### config.mk
export PLATFORM = sky130hd
export DESIGN_NAME = pdp_subfield_seq
export DESIGN_NICKNAME = d
export VERILOG_FILES = /design/src/rtl/pdp_seq_pkg.sv /design/src/rtl/pdp_apl_scale.sv /design/src/rtl/pdp_phase_ctrl.sv /design/src/rtl/pdp_sus_lane.sv /design/src/rtl/pdp_subfield_seq.sv
export SDC_FILE = /design/constraint.sdc
export NUM_CORES = 1
export LEC_CHECK = 0
export BUFFER_PORTS_ARGS = -buffer_cell sky130_fd_sc_hd__buf_2
export CORE_MARGIN = 5
export CORE_UTILIZATION = 30
export CTS_CLUSTER_DIAMETER = 60
export DETAILED_ROUTE_END_ITERATION = 10
export SYNTH_ARGS = -nofsm -noshare
export SYNTH_HDL_FRONTEND = slang
export SYNTH_SLANG_ARGS = --single-unit
### constraint.sdc
create_clock -name clk -period 4.7 [get_ports clk]
set_input_delay 0.47 -clock clk [delete_from_list [all_inputs] [get_ports clk]]
set_output_delay 0.47 -clock clk [all_outputs]
set_load 0.02 [all_outputs]
### src/rtl/pdp_seq_pkg.sv
package pdp_seq_pkg;
  typedef enum logic [2:0] {
    PH_IDLE  = 3'd0,
    PH_WRITE = 3'd1,
    PH_ADDR  = 3'd2,
    PH_SUST  = 3'd3,
    PH_ERASE = 3'd4
  } phase_e;
endpackage

### src/rtl/pdp_apl_scale.sv
module pdp_apl_scale #(
  parameter int MAX_SF = 4,
  parameter int CNT_W  = 6,
  parameter int APL_W  = 8,
  parameter int LUT_B  = 2
) (
  input  logic [MAX_SF*CNT_W-1:0] weights,
  input  logic [LUT_B-1:0]        level_hi,
  output logic [MAX_SF*CNT_W-1:0] scaled
);
  localparam int PROD_W = CNT_W + LUT_B;

  // factor = 2^LUT_B - level_hi, so the darkest pictures keep the full count
  logic [LUT_B:0] factor;
  assign factor = {1'b1, {LUT_B{1'b0}}} - {1'b0, level_hi};

  for (genvar i = 0; i < MAX_SF; i++) begin : g_sf
    logic [PROD_W-1:0] prod;
    assign prod = PROD_W'(weights[i*CNT_W +: CNT_W]) * PROD_W'(factor);
    assign scaled[i*CNT_W +: CNT_W] = CNT_W'(prod >> LUT_B);
  end

  initial begin
    if (APL_W < LUT_B) $error("picture level narrower than lookup index");
  end
endmodule

### src/rtl/pdp_phase_ctrl.sv
module pdp_phase_ctrl
  import pdp_seq_pkg::*;
#(
  parameter int MAX_SF      = 4,
  parameter int SF_W        = 3,
  parameter int CNT_W       = 6,
  parameter int T_WRITE     = 6,
  parameter int T_ADDR_LINE = 2,
  parameter int N_LINES     = 3,
  parameter int T_ERASE     = 4,
  parameter int SUS_PER     = 12
) (
  input  logic                    clk,
  input  logic                    rst_n,
  input  logic                    frame_sync,
  input  logic [SF_W-1:0]         sf_count,
  input  logic [MAX_SF*CNT_W-1:0] scaled_in,
  output phase_e                  phase,
  output logic                    phase_done
);
  localparam int T_ADDR  = T_ADDR_LINE * N_LINES;
  localparam int MAX_SUS = ((1 << CNT_W) - 1) * SUS_PER;
  localparam int MAX_A   = (T_WRITE > T_ADDR) ? T_WRITE : T_ADDR;
  localparam int MAX_B   = (T_ERASE > MAX_SUS) ? T_ERASE : MAX_SUS;
  localparam int MAX_DUR = (MAX_A > MAX_B) ? MAX_A : MAX_B;
  localparam int DUR_W   = $clog2(MAX_DUR + 1);
  localparam int SFI_W   = $clog2(MAX_SF);

  phase_e           st;
  logic [DUR_W-1:0] cnt, dur;
  logic [SFI_W-1:0] sf_idx;
  logic [SF_W-1:0]  nsf, nsf_clamped;
  logic [CNT_W-1:0] pulses [MAX_SF];
  logic [CNT_W-1:0] cur_pulses;
  logic             last;

  assign cur_pulses  = pulses[sf_idx];
  assign nsf_clamped = (sf_count > SF_W'(MAX_SF)) ? SF_W'(MAX_SF) : sf_count;

  always_comb begin
    case (st)
      PH_WRITE: dur = DUR_W'(T_WRITE);
      PH_ADDR:  dur = DUR_W'(T_ADDR);
      PH_SUST:  dur = DUR_W'(cur_pulses) * DUR_W'(SUS_PER);
      PH_ERASE: dur = DUR_W'(T_ERASE);
      default:  dur = '0;
    endcase
  end

  assign last       = (cnt == dur - DUR_W'(1));
  assign phase_done = (st != PH_IDLE) && last;
  assign phase      = st;

  always_ff @(posedge clk) begin
    if (!rst_n) begin
      st     <= PH_IDLE;
      cnt    <= '0;
      sf_idx <= '0;
      nsf    <= '0;
      for (int i = 0; i < MAX_SF; i++) pulses[i] <= '0;
    end else if (st == PH_IDLE) begin
      if (frame_sync) begin
        st     <= PH_WRITE;
        cnt    <= '0;
        sf_idx <= '0;
        nsf    <= nsf_clamped;
        for (int i = 0; i < MAX_SF; i++) pulses[i] <= scaled_in[i*CNT_W +: CNT_W];
      end
    end else if (!last) begin
      cnt <= cnt + DUR_W'(1);
    end else begin
      cnt <= '0;
      case (st)
        PH_WRITE: st <= (nsf == '0) ? PH_IDLE : PH_ADDR;
        PH_ADDR:  st <= (cur_pulses == '0) ? PH_ERASE : PH_SUST;
        PH_SUST:  st <= PH_ERASE;
        PH_ERASE: begin
          if (SF_W'(sf_idx) + SF_W'(1) == nsf) st <= PH_IDLE;
          else begin
            st     <= PH_ADDR;
            sf_idx <= sf_idx + SFI_W'(1);
          end
        end
        default: st <= PH_IDLE;
      endcase
    end
  end

  a_r2_write_from_idle: assert property (@(posedge clk) disable iff (!rst_n)
    (st == PH_WRITE && $past(st) != PH_WRITE) |-> $past(st) == PH_IDLE);
  a_r3_sust_after_addr: assert property (@(posedge clk) disable iff (!rst_n)
    (st == PH_SUST && $past(st) != PH_SUST) |-> $past(st) == PH_ADDR);
  a_r3_erase_entry: assert property (@(posedge clk) disable iff (!rst_n)
    (st == PH_ERASE && $past(st) != PH_ERASE) |-> ($past(st) == PH_SUST || $past(st) == PH_ADDR));
  a_r11_busy_keeps_count: assert property (@(posedge clk) disable iff (!rst_n)
    (st != PH_IDLE && frame_sync) |=> $stable(nsf));
  a_r12_done_moves: assert property (@(posedge clk) disable iff (!rst_n)
    phase_done |=> st != $past(st));
  a_r12_hold_until_done: assert property (@(posedge clk) disable iff (!rst_n)
    (!phase_done && st != PH_IDLE) |=> st == $past(st));
endmodule

### src/rtl/pdp_sus_lane.sv
module pdp_sus_lane #(
  parameter int S      = 2,
  parameter int D      = 2,
  parameter int OFFSET = 0,
  parameter int POS_W  = 4
) (
  input  logic             clk,
  input  logic             rst_n,
  input  logic             active,
  input  logic [POS_W-1:0] pos,
  output logic             er_h,
  output logic             sus_h,
  output logic             er_l,
  output logic             sus_l
);
  localparam int H     = 2 * S + D;
  localparam int P     = 2 * H;
  localparam int GAP_W = $clog2(D + 1);
  localparam logic [POS_W-1:0] Q_SH = POS_W'(S);
  localparam logic [POS_W-1:0] Q_HE = POS_W'(2 * S);
  localparam logic [POS_W-1:0] Q_LS = POS_W'(H);
  localparam logic [POS_W-1:0] Q_LM = POS_W'(H + S);
  localparam logic [POS_W-1:0] Q_LE = POS_W'(H + 2 * S);

  logic [POS_W-1:0] q;
  assign q = POS_W'((32'(pos) + OFFSET) % P);

  // recovery strobe leads the clamp strobe on each side
  assign er_h  = active && (q < Q_SH);
  assign sus_h = active && (q >= Q_SH) && (q < Q_HE);
  assign er_l  = active && (q >= Q_LS) && (q < Q_LM);
  assign sus_l = active && (q >= Q_LM) && (q < Q_LE);

  logic             hi, lo, lo_q;
  logic [GAP_W-1:0] gap;
  assign hi = er_h | sus_h;
  assign lo = er_l | sus_l;

  always_ff @(posedge clk) begin
    if (!rst_n) begin
      gap  <= GAP_W'(D);
      lo_q <= 1'b0;
    end else begin
      lo_q <= lo;
      if (hi) gap <= '0;
      else if (gap != GAP_W'(D)) gap <= gap + GAP_W'(1);
    end
  end

  a_r8_dead_time: assert property (@(posedge clk) disable iff (!rst_n)
    (lo && !lo_q) |-> gap == GAP_W'(D));
  a_r6_recovery_first: assert property (@(posedge clk) disable iff (!rst_n)
    $rose(sus_h) |-> $past(er_h));

  initial begin
    if (D < 2) $error("dead time below two clocks");
  end
endmodule

### src/rtl/pdp_subfield_seq.sv
module pdp_subfield_seq
  import pdp_seq_pkg::*;
#(
  parameter int MAX_SF      = 4,
  parameter int CNT_W       = 6,
  parameter int APL_W       = 8,
  parameter int LUT_B       = 2,
  parameter int T_WRITE     = 6,
  parameter int T_ADDR_LINE = 2,
  parameter int N_LINES     = 3,
  parameter int T_ERASE     = 4,
  parameter int T_STROBE    = 2,
  parameter int T_DEAD      = 2,
  localparam int SF_W       = $clog2(MAX_SF + 1)
) (
  input  logic                    clk,
  input  logic                    rst_n,
  input  logic                    frame_sync,
  input  logic [SF_W-1:0]         sf_count,
  input  logic [MAX_SF*CNT_W-1:0] sf_weights,
  input  logic [APL_W-1:0]        apl,
  output logic                    write_ph,
  output logic                    addr_ph,
  output logic                    sust_ph,
  output logic                    erase_ph,
  output logic                    phase_done,
  output logic                    x_sus_h,
  output logic                    x_sus_l,
  output logic                    x_er_h,
  output logic                    x_er_l,
  output logic                    x_shelf_addr,
  output logic                    x_shelf_erase,
  output logic                    y_ramp_up,
  output logic                    y_ramp_dn,
  output logic                    y_scan_en,
  output logic                    y_sus_h,
  output logic                    y_sus_l,
  output logic                    y_er_h,
  output logic                    y_er_l
);
  localparam int HALF    = 2 * T_STROBE + T_DEAD;
  localparam int SUS_PER = 2 * HALF;
  localparam int POS_W   = $clog2(SUS_PER);
  localparam logic [POS_W-1:0] POS_LAST = POS_W'(SUS_PER - 1);

  logic [MAX_SF*CNT_W-1:0] scaled;
  logic                    apl_unused;
  phase_e                  phase;
  logic [POS_W-1:0]        pos;

  assign apl_unused = ^apl[APL_W-LUT_B-1:0];

  pdp_apl_scale #(.MAX_SF(MAX_SF), .CNT_W(CNT_W), .APL_W(APL_W), .LUT_B(LUT_B)) u_scale (
    .weights (sf_weights),
    .level_hi(apl[APL_W-1 -: LUT_B]),
    .scaled  (scaled)
  );

  pdp_phase_ctrl #(
    .MAX_SF(MAX_SF), .SF_W(SF_W), .CNT_W(CNT_W), .T_WRITE(T_WRITE),
    .T_ADDR_LINE(T_ADDR_LINE), .N_LINES(N_LINES), .T_ERASE(T_ERASE), .SUS_PER(SUS_PER)
  ) u_ctrl (
    .clk       (clk),
    .rst_n     (rst_n),
    .frame_sync(frame_sync),
    .sf_count  (sf_count),
    .scaled_in (scaled),
    .phase     (phase),
    .phase_done(phase_done)
  );

  assign write_ph = (phase == PH_WRITE);
  assign addr_ph  = (phase == PH_ADDR);
  assign sust_ph  = (phase == PH_SUST);
  assign erase_ph = (phase == PH_ERASE);

  assign y_ramp_up     = write_ph;
  assign y_scan_en     = addr_ph;
  assign x_shelf_addr  = addr_ph;
  assign y_ramp_dn     = erase_ph;
  assign x_shelf_erase = erase_ph;

  // position inside one sustain cycle, restarted at every sustain phase
  always_ff @(posedge clk) begin
    if (!rst_n || !sust_ph) pos <= '0;
    else if (pos == POS_LAST) pos <= '0;
    else pos <= pos + POS_W'(1);
  end

  pdp_sus_lane #(.S(T_STROBE), .D(T_DEAD), .OFFSET(0), .POS_W(POS_W)) u_ylane (
    .clk(clk), .rst_n(rst_n), .active(sust_ph), .pos(pos),
    .er_h(y_er_h), .sus_h(y_sus_h), .er_l(y_er_l), .sus_l(y_sus_l)
  );

  pdp_sus_lane #(.S(T_STROBE), .D(T_DEAD), .OFFSET(HALF), .POS_W(POS_W)) u_xlane (
    .clk(clk), .rst_n(rst_n), .active(sust_ph), .pos(pos),
    .er_h(x_er_h), .sus_h(x_sus_h), .er_l(x_er_l), .sus_l(x_sus_l)
  );

  a_r7_y_high_x_low: assert property (@(posedge clk) disable iff (!rst_n)
    (y_sus_h || y_er_h) |-> (x_sus_l || x_er_l));
  a_r7_x_high_y_low: assert property (@(posedge clk) disable iff (!rst_n)
    x_sus_h |-> y_sus_l);
  a_r13_one_phase: assert property (@(posedge clk) disable iff (!rst_n)
    $onehot0({write_ph, addr_ph, sust_ph, erase_ph}));
endmodule

==> results.py, run 1 <==
metrics = {
    "timing": {
        "slew_headroom": 0.2800,
        "period_share": 0.9496,
        "setup_viol": 0,
        "layout_setup_ws_ns": 0.2368,
        "finalHoldViolations": 0,
        "finalMaxSlewViolations": 0,
        "max_freq_mhz": 224.1,
        "fin_setup_tns_ns": 0,
        "min_period_ns": 4.463,
        "worst_pin_slew_ns": 1.077,
        "skew_ns": 0.005034,
        "rsz0062_at_grt": "no",
    },
    "finish": {
        "layout_commonest_cell": "nand2_1",
        "final_util": 0.3408,
        "area_growth_pct": 11.88,
        "final_nets": 688,
        "design_area_um2": 5374,
        "multi_input_area_um2": 3254,
        "fill_cells": 1669,
        "layout_common_cells": "nand2_1 (65), inv_1 (58), buf_2 (49)",
        "diodes": 0,
        "final-seq-area_um2": 1201,
        "drive_gt1_frac": 0.1233,
    },
    "power": {
        "p_int_w": 0.0008864,
        "switching_share": 0.2947,
        "power.static_leakage_nw": 2.570,
        "ir_drop_uv": 142.0,
        "clockPowerShare": 0.340,
        "finalPower_w": 0.001257,
        "pwr-share-seq": 0.382,
        "power_switching_w": 0.0003704,
        "power_density_nw_per_um2": 233.9,
        "pwr-share-comb": 0.278,
    },
    "synth": {
        "synth_ff_type": "edfxtp_1",
        "yosysUniqueCellTypes": 61,
        "synthCells": 548,
        "synth.yosys.seq_area_share": 0.2501,
        "yosys_warnings": 0,
        "synth.avg_cell_area_um2": 8.765,
        "ys_ff_latch": 48,
        "synth_top_area_share": 0.1500,
        "syn_area_um2": 4803,
        "synth_edf_count": 24,
        "synth.area.top_cells": "edfxtp_1 (15%), ha_1 (12%), dfxtp_1 (10%)",
        "synth_fp_nets": 653,
        "yosysTopAreaCell": "edfxtp_1",
        "async_flop_share": 0,
    },
    "detailed_routing": {
        "wl_um": 9670,
        "vias_per_cell": 4.623,
        "drtIter0Drc": 160,
        "ant_nets": 0,
        "drc_errors": 0,
        "drt_pass1_iterations": 4,
        "vias": 3698,
        "wire_per_inst_um": 12.09,
    },
    "floorplan": {
        "io_pins": 56,
        "core_area_um2": 15770,
        "fp-row-count": 46,
        "die_x_um": 136.5,
        "die_height_um": 136.5,
        "dieArea_um2": 18640,
        "start_util": 0.3046,
    },
    "placed_design": {
        "dp.final_hpwl_um": 7669,
        "gp_congestion": 0.8440,
        "placed_area_um2": 5196,
        "place_ws_ns": 0.5788,
        "io_buffers": 49,
    },
    "global_routing": {
        "overflow": 0,
        "grt_pass1_wl_um": 16490,
        "antenna_found_initial": 0,
        "grt_max_degree": 26,
        "grt_pass1_vias": 3591,
        "grt_usage": 0.1077,
    },
    "worst_setup_path": {
        "cp_slowest_cell": "mux4_1",
        "cp.required_ns": 4.23,
        "critical_path_arrival_ns": 3.99,
        "reg2reg_to": "u_ctrl.sf_idx[0]$_SDFFE_PN0N_",
        "r2r_slack_ns": 0.66,
        "crit_path_end": "phase_done",
        "max_stage_delay_ns": 0.65,
        "worstPathMaxFanout": 6,
        "cp-end-kind": "output port",
        "path_cells": "mux4_1 -> inv_1 -> ha_1 -> and3_4 -> or3_4 -> a21o_1 -> a21o_1 -> or4_1 -> nand3_1 -> o2111ai_1 -> inv_1 -> buf_2",
        "worstSetupPathType": "register to output port",
        "rr_worst_depth": 12,
        "critPathLaunchType": "register",
    },
    "hold_path": {
        "hp-class": "input port to register",
    },
    "cts": {
        "holdBufCountCts": 0,
        "htree_levels": 2,
        "cts_tree": "done",
        "cts_setup_buffers": 0,
        "root_buffer": "clkbuf_16",
        "numCtsBuffers": 5,
        "clock_latency_ns": 0.29,
        "clkSlewWorstSetupHoldPaths_ns": 0.07,
        "clkSinkCount": 48,
        "clk_path_buf_depth": 2,
        "cts.repair.resized": 0,
    },
    "status": {
        "status": "finished clean",
    },
    "job": {
        "cap_violations": 0,
    },
}
[per-stage QoR]
| stage | std cells | hold slack [ns] |
|---|---|---|
| 6_report | 800 | 0.4610 |
| 5_1_grt | 800 | 0.4815 |
| 4_1_cts | 800 | 0.4636 |
| 3_5_place_dp | 792 | 0.4581 |
| 3_3_place_gp | 792 | 0.4541 |
| 2_1_floorplan | 548 | 0.4297 |
[cells in the mapped netlist (all sizes together) (3+ instances only)]
cell type and instances:
o2111ai 3, nand2 65, ha 46, nor2 45
mux2i 8, nor2b 8, xor2 17, nand3 19
o21ai 19, buf 11, a21oi 23, inv 58
dfxtp 24, or3 5, nand3b 5, edfxtp 24
clkbuf 11, nor3b 6, nor3 7, mux4 6
fa 21, and2 29, a21o 22, nand2b 5
and3 6, xnor2 19
[final cells by class]
class / count / share of cell area
Clock buffer: 6 / 0.02584
Clock inverter: 2 / 0.007218
Inverter: 58 / 0.04051
Multi-Input combinational cell: 420 / 0.6056
Sequential cell: 48 / 0.2235
Tap cell: 216 / 0.05029
Timing Repair Buffer: 50 / 0.04703
[critical path, delay by kind of cell, from the launching register on]
family                     cells  cell delay (ns)
muxes                          1             0.65
buffers and inverters          3             0.47
DFF                            1             0.53
AOI/OAI and AO/OA              3             0.62
and+or+nand+nor                4             1.13
adders and majority gates      1             0.29
[power groups by stage]
stage,Combinational (W),Sequential (W),Clock (W)
after floorplan,0.000277,0.000483,0
after global placement,0.000347,0.000491,0
after detailed placement,0.000349,0.000491,0
after CTS,0.000353,0.000482,0.000434
after global routing,0.000401,0.000483,0.000458
final,0.000349,0.000481,0.000427
[sequential cells by signal (all words and copies together) (netlist names), named ones only]
name	flops
pos	4
u_ctrl.cnt	10
u_ctrl.sf_idx	2
u_ctrl.nsf	3
u_ctrl.phase	3
u_ctrl.pulses	24
[per-layer routing]
metal  track usage  vias to the layer above  wire length [µm]
li1              -                     1930                 -
met1        0.1490                     1681              4832
met2        0.1780                       77              4348
met3       0.01618                       10               385
met4       0.02408                        0               104
met5             0                        -                 0
[how the worst min path moves through the flow]
stage                            startpoint                         end  slack, ns  cells past startpoint
after floorplan           pos[0]$_SDFF_PP0_           pos[0]$_SDFF_PP0_       0.43                      1
after global placement    pos[0]$_SDFF_PP0_           pos[0]$_SDFF_PP0_       0.45                      1
after detailed placement  pos[0]$_SDFF_PP0_           pos[0]$_SDFF_PP0_       0.46                      1
after CTS                       sf_count[2]  u_ctrl.nsf[2]$_SDFFE_PN0P_       0.46                      3
after global routing            sf_count[2]  u_ctrl.nsf[2]$_SDFFE_PN0P_       0.48                      3
final                           sf_count[2]  u_ctrl.nsf[2]$_SDFFE_PN0P_       0.46                      3
[cell families after synthesis]
group                    share of synthesized area
adder cells (fa/ha/maj)                     0.2073
buffers and inverters                      0.07241
multiplexers                               0.05027
flip-flops                                  0.2501
XOR/XNOR                                   0.06564
AO/OA/AOI/OAI                               0.1370
AND/OR/NAND/NOR                             0.2172
(Power assumes the default switching activity.)
==> inputs of run 2 (changes only) <==
--- a/config.mk
+++ b/config.mk
@@ -5,8 +5,9 @@
 export SDC_FILE = /design/constraint.sdc
 export NUM_CORES = 1
 export LEC_CHECK = 0
+export ABC_AREA = 1
 export BUFFER_PORTS_ARGS = -buffer_cell sky130_fd_sc_hd__buf_2
-export CORE_MARGIN = 5
+export CORE_MARGIN = 3
 export CORE_UTILIZATION = 30
 export CTS_CLUSTER_DIAMETER = 60
 export DETAILED_ROUTE_END_ITERATION = 10
==> results.py, run 2 <==
metrics = {
    "status": {
        "status": "finished clean",
    },
    "global_routing": {
        "grt_pass1_wl_um": 17350,
        "grt_pass1_vias": 3893,
        "antenna_found_initial": 0,
        "overflow": 0,
        "grt_usage": 0.1136,
        "grt_max_degree": 28,
    },
    "detailed_routing": {
        "ant_nets": 0,
        "wire_per_inst_um": 10.07,
        "vias": 4161,
        "wl_um": 9692,
        "drc_errors": 0,
        "drt_pass1_iterations": 4,
        "drtIter0Drc": 207,
        "vias_per_cell": 4.325,
    },
    "floorplan": {
        "start_util": 0.3078,
        "core_area_um2": 16000,
        "dieArea_um2": 17990,
        "io_pins": 56,
        "die_x_um": 134.1,
        "die_height_um": 134.1,
        "fp-row-count": 46,
    },
    "hold_path": {
        "hold_path_startpoint": "sf_count[1]",
        "whs_path_depth": 3,
        "hp-class": "input port to register",
        "whs_endpoint": "u_ctrl.nsf[1]$_SDFFE_PN0P_",
    },
    "finish": {
        "layout_commonest_cell": "nand2_1",
        "area_growth_pct": 11.28,
        "fill_cells": 1779,
        "drive_gt1_frac": 0.1139,
        "final_nets": 850,
        "regMostFlops": "u_ctrl.pulses",
        "layout_common_cells": "nand2_1 (183), inv_1 (129), nor2_1 (76)",
        "stdcell_count": 962,
        "diodes": 0,
        "largest_reg_flops": 24,
        "largest_registers": "u_ctrl.pulses (24), u_ctrl.cnt (10), pos (4)",
    },
    "cts": {
        "cts_setup_buffers": 0,
        "clock_latency_ns": 0.29,
        "clk_path_buf_depth": 2,
        "cts_tree": "done",
        "cts.repair.resized": 0,
        "clkSinkCount": 48,
        "root_buffer": "clkbuf_16",
        "clkSlewWorstSetupHoldPaths_ns": 0.07,
        "numCtsBuffers": 5,
        "holdBufCountCts": 0,
        "htree_levels": 2,
    },
    "placed_design": {
        "dp.final_hpwl_um": 7989,
        "io_buffers": 49,
        "dp.cells": 954,
        "gp_congestion": 0.8087,
        "place_ws_ns": 0.9036,
    },
    "synth": {
        "synth_edf_count": 24,
        "synth_top_family_by_area": "simple AND/OR/NAND/NOR gates",
        "synth_top_area_share": 0.1463,
        "synth-xor-area-share": 0.03201,
        "yosys_warnings": 0,
        "synth_fp_nets": 812,
        "synthMuxAreaShare": 0,
        "ys_top_cells_by_count": "nand2_1 (183), inv_1 (129), nor2_1 (76), ha_1 (46), nand3_1 (44)",
        "syn_area_um2": 4925,
        "synthAdderAreaFrac": 0.2022,
        "async_flop_share": 0,
        "synth.avg_cell_area_um2": 6.966,
        "yosysUniqueCellTypes": 34,
        "yosysTopAreaCell": "edfxtp_1",
        "synth.yosys.seq_area_share": 0.2439,
        "synth.area.top_cells": "edfxtp_1 (15%), nand2_1 (14%), ha_1 (12%)",
        "ys_ff_latch": 48,
        "synth-compound-area-share": 0.07597,
        "synth_ff_type": "edfxtp_1",
        "synthCells": 707,
        "synth-simple-area-share": 0.3214,
        "synthMostInstantiatedCell": "nand2_1",
    },
    "worst_setup_path": {
        "worstSetupPathType": "register to output port",
        "cp.required_ns": 4.23,
        "reg2reg_to": "u_ctrl.phase[0]$_SDFFE_PN0P_",
        "cp-end-kind": "output port",
        "worstPathMaxFanout": 13,
        "r2r_slack_ns": 1.29,
        "rr_worst_depth": 21,
        "critPathLaunchType": "register",
        "critical_path_arrival_ns": 3.62,
    },
    "timing": {
        "finalHoldViolations": 0,
        "slew_headroom": 0.3304,
        "setup_viol": 0,
        "skew_ns": 0.002756,
        "period_share": 0.8706,
        "worst_pin_slew_ns": 1.002,
        "finalMaxSlewViolations": 0,
        "rsz0062_at_grt": "no",
        "fin_setup_tns_ns": 0,
        "max_freq_mhz": 244.4,
        "min_period_ns": 4.092,
        "layout_setup_ws_ns": 0.6080,
    },
    "power": {
        "ir_drop_uv": 121.3,
        "pwr-share-comb": 0.303,
        "switching_share": 0.3395,
        "power_density_nw_per_um2": 221.6,
        "pwr-share-seq": 0.399,
        "p_int_w": 0.0008023,
        "clockPowerShare": 0.298,
        "power.static_leakage_nw": 2.788,
        "power_switching_w": 0.0004123,
    },
    "job": {
        "cap_violations": 0,
    },
}
==> run 2: stage by stage <==
step | cell area, µm² | power (W) | hold WS (ns) | utilization
finish | 5480 | 0.001215 | 0.4335 | 0.3425
global route | 5480 | 0.001314 | 0.4497 | 0.3425
CTS | 5480 | 0.001231 | 0.4296 | 0.3425
detailed placement | 5334 | 0.0008653 | 0.4539 | 0.3334
global placement | 5334 | 0.0008652 | 0.4543 | 0.3334
floorplan | 4925 | 0.0007792 | 0.4297 | -
==> run 2: how the worst max path moves through the flow <==
stage                  start    endpoint  slack [ns]  cells past startpoint
global placement    register  phase_done        0.89                     19
global route        register  phase_done        0.20                     19
detailed placement  register  phase_done        0.90                     19
CTS                 register  phase_done        0.57                     19
floorplan           register  phase_done        1.42                     18
finish              register  phase_done        0.61                     19
==> run 2: final cells by class <==
class / instances / area [µm²] / area share
inverters: 133 / 499.2 / 0.09110
flip-flops and latches: 48 / 1201 / 0.2192
multi-input cells: 507 / 3110 / 0.5676
clock buffers: 5 / 125.1 / 0.02283
clock inverters: 3 / 21.27 / 0.003881
well taps: 216 / 270.3 / 0.04931
repair buffers: 50 / 252.7 / 0.04612
==> run 2: worst max-delay path: stages, from the launching register on <==
cell	delay (ns)
dfxtp_1	0.44
inv_2	0.22
nand2_1	0.08
a32oi_1	0.31
ha_1	0.26
inv_1	0.07
fa_1	0.52
inv_1	0.05
o21ai_1	0.14
nand2_1	0.10
nor2_2	0.16
nand2_2	0.09
nor2_2	0.10
nand3_1	0.08
nand2_1	0.08
nand2_1	0.08
nor2_4	0.14
nand2_4	0.12
nor2_4	0.11
buf_2	0.17
==> run 2: per-layer routing <==
layer  global-route usage  wire (µm)
met5                    0          0
met4              0.03224        120
met3              0.01763        305
met2               0.1878       4298
met1               0.1548       4967
==> run 2: cells by family after synthesis <==
family          Yosys count
compound gates           64
buf+inv                 152
xor+xnor                 18
simple gates            358
fa+ha+maj                67
flops                    48
==> run 2: power by group through the flow <==
stage | sequential (W) | clock, W | combinational [W]
floorplan | 0.000489 | 0 | 0.000290
global placement | 0.000495 | 0 | 0.000370
detailed placement | 0.000495 | 0 | 0.000370
CTS | 0.000486 | 0.000371 | 0.000374
global route | 0.000488 | 0.000389 | 0.000437
finish | 0.000485 | 0.000362 | 0.000368
